## src/rtl/ocp_pkg.sv

```systemverilog
package ocp_pkg;
  typedef enum logic [1:0] {
    ST_IDLE  = 2'd0,
    ST_SKIP  = 2'd1,
    ST_WATCH = 2'd2,
    ST_FAULT = 2'd3
  } ocp_state_t;
endpackage

```

## src/rtl/ocp_cycle_counter.sv

```systemverilog
module ocp_cycle_counter #(
  parameter int CNT_W = 5
) (
  input  logic             clk,
  input  logic             rst_n,
  input  logic             clr,
  input  logic             inc,
  output logic [CNT_W-1:0] count
);
  localparam logic [CNT_W-1:0] CNT_MAX = {CNT_W{1'b1}};

  always_ff @(posedge clk or negedge rst_n) begin
    if (!rst_n)                        count <= '0;
    else if (clr)                      count <= '0;
    else if (inc && count != CNT_MAX)  count <= count + 1'b1;
  end

  AST_CNT_NO_WRAP: assert property (@(posedge clk) disable iff (!rst_n)
    (inc && !clr && count == CNT_MAX) |=> (count == CNT_MAX));
endmodule

```

## src/rtl/ocp_fault_latch.sv

```systemverilog
module ocp_fault_latch (
  input  logic clk,
  input  logic rst_n,
  input  logic set,
  input  logic clr,
  output logic fault
);
  always_ff @(posedge clk or negedge rst_n) begin
    if (!rst_n)    fault <= 1'b0;
    else if (clr)  fault <= 1'b0;
    else if (set)  fault <= 1'b1;
  end

  AST_FAULT_STICKY: assert property (@(posedge clk) disable iff (!rst_n)
    (fault && !clr) |=> fault);
endmodule

```

## src/rtl/ocp_seq_fsm.sv

```systemverilog
module ocp_seq_fsm
  import ocp_pkg::*;
#(
  parameter int SKIP_CYCLES = 8,
  parameter int WIN_CYCLES  = 8,
  parameter int CNT_W       = 5
) (
  input  logic             clk,
  input  logic             rst_n,
  input  logic             active,
  input  logic             cyc_start,
  input  logic             ilim,
  input  logic [CNT_W-1:0] count,
  output ocp_state_t       state,
  output logic             cnt_inc,
  output logic             cnt_clr,
  output logic             fault_set
);
  localparam logic [CNT_W-1:0] LAST_SKIP  = CNT_W'(SKIP_CYCLES);
  localparam logic [CNT_W-1:0] LAST_WIN   = CNT_W'(SKIP_CYCLES + WIN_CYCLES);
  localparam logic [CNT_W-1:0] WIN_BEFORE = CNT_W'(SKIP_CYCLES + WIN_CYCLES - 1);

  ocp_state_t state_n;

  always_comb begin
    state_n   = state;
    cnt_inc   = 1'b0;
    cnt_clr   = 1'b0;
    fault_set = 1'b0;
    if (!active) begin
      state_n = ST_IDLE;
      cnt_clr = 1'b1;
    end else begin
      case (state)
        ST_IDLE: begin
          cnt_clr = 1'b1;
          if (cyc_start && ilim) state_n = ST_SKIP;
        end
        ST_SKIP: begin
          if (cyc_start) begin
            if (count == LAST_SKIP) begin
              if (ilim) begin
                state_n   = ST_FAULT;
                cnt_clr   = 1'b1;
                fault_set = 1'b1;
              end else begin
                state_n = ST_WATCH;
                cnt_inc = 1'b1;
              end
            end else begin
              cnt_inc = 1'b1;
            end
          end
        end
        ST_WATCH: begin
          if (cyc_start) begin
            if (ilim) begin
              state_n   = ST_FAULT;
              cnt_clr   = 1'b1;
              fault_set = 1'b1;
            end else if (count == WIN_BEFORE) begin
              state_n = ST_IDLE;
              cnt_clr = 1'b1;
            end else begin
              cnt_inc = 1'b1;
            end
          end
        end
        default: cnt_clr = 1'b1;
      endcase
    end
  end

  always_ff @(posedge clk or negedge rst_n) begin
    if (!rst_n) state <= ST_IDLE;
    else        state <= state_n;
  end

  AST_SKIP_ENTRY: assert property (@(posedge clk) disable iff (!rst_n)
    (active && state == ST_IDLE && cyc_start && ilim) |=> (state == ST_SKIP && count == '0));

  AST_WATCH_RANGE: assert property (@(posedge clk) disable iff (!rst_n)
    (state == ST_WATCH) |-> (count > LAST_SKIP && count < LAST_WIN));

  AST_SKIP_RANGE: assert property (@(posedge clk) disable iff (!rst_n)
    (state == ST_SKIP) |-> (count <= LAST_SKIP));
endmodule

```

## src/rtl/ocp_skip_seq.sv

```systemverilog
module ocp_skip_seq
  import ocp_pkg::*;
#(
  parameter int SKIP_CYCLES = 8,
  parameter int WIN_CYCLES  = 8,
  parameter int CNT_W       = 5
) (
  input  logic             clk,
  input  logic             rst_n,
  input  logic             cyc_start,
  input  logic             ilim_flag,
  input  logic             enable,
  input  logic             supply_ok,
  output logic             hs_inhibit,
  output logic             oc_fault,
  output logic [1:0]       seq_state,
  output logic [CNT_W-1:0] cyc_count
);
  logic       active;
  logic       cnt_inc, cnt_clr, fault_set;
  ocp_state_t state;

  assign active = enable && supply_ok;

  ocp_seq_fsm #(
    .SKIP_CYCLES(SKIP_CYCLES),
    .WIN_CYCLES (WIN_CYCLES),
    .CNT_W      (CNT_W)
  ) u_fsm (
    .clk      (clk),
    .rst_n    (rst_n),
    .active   (active),
    .cyc_start(cyc_start),
    .ilim     (ilim_flag),
    .count    (cyc_count),
    .state    (state),
    .cnt_inc  (cnt_inc),
    .cnt_clr  (cnt_clr),
    .fault_set(fault_set)
  );

  ocp_cycle_counter #(.CNT_W(CNT_W)) u_cnt (
    .clk  (clk),
    .rst_n(rst_n),
    .clr  (cnt_clr),
    .inc  (cnt_inc),
    .count(cyc_count)
  );

  ocp_fault_latch u_latch (
    .clk  (clk),
    .rst_n(rst_n),
    .set  (fault_set),
    .clr  (!active),
    .fault(oc_fault)
  );

  assign seq_state  = state;
  assign hs_inhibit = !active || oc_fault || state == ST_SKIP || state == ST_FAULT;

  AST_FAULT_MATCH: assert property (@(posedge clk) disable iff (!rst_n)
    oc_fault == (state == ST_FAULT));

  AST_INHIBIT_IN_SKIP: assert property (@(posedge clk) disable iff (!rst_n)
    (state == ST_SKIP) |-> hs_inhibit);

  AST_DISABLE_CLEARS: assert property (@(posedge clk) disable iff (!rst_n)
    !active |=> (state == ST_IDLE && cyc_count == '0 && !oc_fault));

  AST_WATCH_SWITCHES: assert property (@(posedge clk) disable iff (!rst_n)
    (state == ST_WATCH && active) |-> !hs_inhibit);
endmodule

```

## config.mk

```make
export PLATFORM = sky130hd
export DESIGN_NAME = ocp_skip_seq
export DESIGN_NICKNAME = d
export VERILOG_FILES = /design/src/rtl/ocp_pkg.sv /design/src/rtl/ocp_cycle_counter.sv /design/src/rtl/ocp_fault_latch.sv /design/src/rtl/ocp_seq_fsm.sv /design/src/rtl/ocp_skip_seq.sv
export SDC_FILE = /design/constraint.sdc
export NUM_CORES = 1
export LEC_CHECK = 0
export ABC_AREA = 1
export BUFFER_PORTS_ARGS = -buffer_cell sky130_fd_sc_hd__buf_2
export CELL_PAD_IN_SITES_DETAIL_PLACEMENT = 1
export CELL_PAD_IN_SITES_GLOBAL_PLACEMENT = 2
export CORE_MARGIN = 4
export CORE_UTILIZATION = 31
export CTS_CLUSTER_SIZE = 24
export DETAILED_ROUTE_END_ITERATION = 10
export PLACE_DENSITY = 0.92
export SYNTH_ARGS = -nofsm -noshare
export SYNTH_HDL_FRONTEND = slang
export SYNTH_SLANG_ARGS = --single-unit
```

## constraint.sdc

```tcl
create_clock -name clk -period 3.2 [get_ports clk]
set_clock_uncertainty 0.2 [all_clocks]
set_input_delay 0.96 -clock clk [delete_from_list [all_inputs] [get_ports clk]]
set_output_delay 0.96 -clock clk [all_outputs]
set_load 0.01 [all_outputs]
```

==> out/summary.txt <==
layout cells sized above 1 = 26.32%
routability-driven placement congestion ratio = 0.7435
FP Rows = 17
synthesized area = 710.7 um^2
final setup fails = 0
clock transition at the registers of the reported paths = 60 ps
part of the cycle the worst path needs = 83.93%
Tot GR Track Use = 12.84%
clk_lat worst skew = 260 ps
sequential area share after synthesis = 28.17%
CTS Buffer Depth = 2
Die Area = 0.003123 mm^2
chip width = 55.88 um
post-synthesis mux area share = 0%
number of port buffers = 14
Post-DP HPWL = 1441 um
Post-Synth Adder-Cell Area = 14.08%
final max-slew violation count = 0
clock sinks = 8
routed vias = 675
cell count after synthesis = 97
post-synthesis xor/xnor area fraction = 2.465%
Max stage delay on crit path = 170 ps
RSZ-0062 raised after global routing = false
startpoint type of the worst setup path = input pin
core area = 0.002191 mm^2
Achievable Freq = 372.3 MHz
TritonCTS Buffers = 3
vias in the first global route = 686
Worst-Margin Slew = 254.2 ps
postcts setup bufs = 0
most frequent cells in the layout = nand2_1, inv_1, nand3_1
Reg-to-Reg End = u_cnt.count[0]
#FFs+latches synth = 8
cts hold-fix bufs = 0
Arr. time, crit path = 1530 ps
WL final = 1770 um
YS warnings = 0
initial drt markers = 17
simple-gate share of the synthesized area = 41.55%
syn nets = 111
Routed WL per cell = 12.46 um
filler cell count = 303
critical path, cell by cell = buf_2 -> nand2_1 -> inv_1 -> nand2_1 -> buf_2
worst vdd ir = 190.0 uV
endpoint class of the critical path = output pin
CTS tree = built
pwr/cell area = 255.8 mW/mm^2
Pre-antenna DRT Iters = 4
Slowest-stage cell, CP = nand2_1
Min Clock Period, post-route = 2686 ps
P_leak = 0.4816 nW
Detail Route Antenna Nets = 0
Buf/Inv on CP = 3
first-pass GRT wire length = 3160 um
Root Buffer = clkbuf_4
initial core utilization = 32.44%
Final Hold Fails = 0
largest net degree at the start of global routing = 11
Setup TNS = 0 ps
utilization after layout = 38.26%
Worst Path Max Fanout = 4
H-tree depth = 1
overall die height = 55.88 um
critical path type = input pin to output pin
Synth cell types = 20
Post-route DRC = 0
initial antenna violation count = 0
Synth Area per Inst = 7.327 um^2
Slew HR = 83.01%
post-CTS sizing = 0
status = completed
R2R depth = 8
commonest non-fill, non-tap cell in the layout = nand2_1
R2R Setup Slk = 1190 ps
area delta synth->final = 17.96%
ANT cells = 0
HP Class = input pin to asynchronous set/reset pin
Max Cap Viol = 0
main combinational cell family by area after synthesis = simple AND/OR/NAND/NOR gates
complex-gate fraction of the synthesized area = 4.225%
FF-to-FF Start = u_cnt.count[1]
Critical Path RT = 2040 ps
worst hold slack = 325.7 ps
nets = 130
Via density = 4.754
total gr overflow = 0
slack of the critical path = 514.3 ps
CP top delay family = buffers and inverters
number of top-level pins = 15
dpl ws = 508.4 ps
-- cells by family (layout without fill, tap and decap cells) --
family | after synthesis | after routing
compound gates | 6 | 6
xor+xnor | 2 | 2
fa+ha+maj | 8 | 8
buf+inv | 18 | 35
flops | 8 | 8
simple gates | 55 | 55
-- power breakdown --
group          internal, W  total [W]  switching, W
sequential        0.000102   0.000103   0.000000958
clock            0.0000430  0.0000781     0.0000351
combinational    0.0000114  0.0000334     0.0000220
-- synthesized netlist by cell type, drive strengths merged --
cell type | number | area (um^2)
nand2 | 22 | 95.09
inv | 17 | 63.81
nand3 | 17 | 90.09
nor2 | 13 | 92.59
dfrtp | 8 | 200.2
ha | 8 | 100.1
a21oi | 3 | 15.01
o21ai | 3 | 15.01
xor2 | 2 | 17.52
and3 | 1 | 6.260
clkinv | 1 | 3.750
nand4 | 1 | 6.260
nor3 | 1 | 5.000
-- sequential cells by signal, summed over array words and instances, names as in the netlist --
signal	flops
u_cnt.count	5
u_fsm.state	2
u_latch.fault	1
-- stage by stage --
| stage | instances | power, W | instance area, um^2 |
|---|---|---|---|
| floorplan | 97 | 0.0001258 | 710.7 |
| global placement | 139 | 0.0001376 | 815.8 |
| detailed placement | 139 | 0.0001385 | 815.8 |
| CTS | 142 | 0.0002167 | 838.3 |
| global route | 142 | 0.0002283 | 838.3 |
| finish | 142 | 0.0002144 | 838.3 |
-- how the worst max path moves through the flow --
stage              startpoint    endpoint  cells past startpoint  slack (ps)
3_5_place_dp           enable  hs_inhibit                      5         510
3_3_place_gp           enable  hs_inhibit                      5         520
5_1_grt        u_fsm.state[1]  hs_inhibit                      5         430
2_1_floorplan          enable  hs_inhibit                      3         710
6_report               enable  hs_inhibit                      5         510
4_1_cts                enable  hs_inhibit                      5         510
-- final cells by class --
type                            instances  area, um^2  share of cell area, %
Multi-Input combinational cell         71       442.9                  52.84
Tap cell                               28       35.03                  4.179
Sequential cell                         8       200.2                  23.88
Timing Repair Buffer                   14       70.07                  8.358
Inverter                               18       67.56                  8.060
Clock buffer                            3       22.52                  2.687
-- metal layers --
layer,vias to the layer above,part of all wire (%),GRT usage [%]
li1,339,-,-
met1,321,45,14.87
met2,10,50,22.30
met3,5,3.2,2.088
met4,0,2.4,7.119
met5,-,0,0
(Power assumes the default switching activity.)
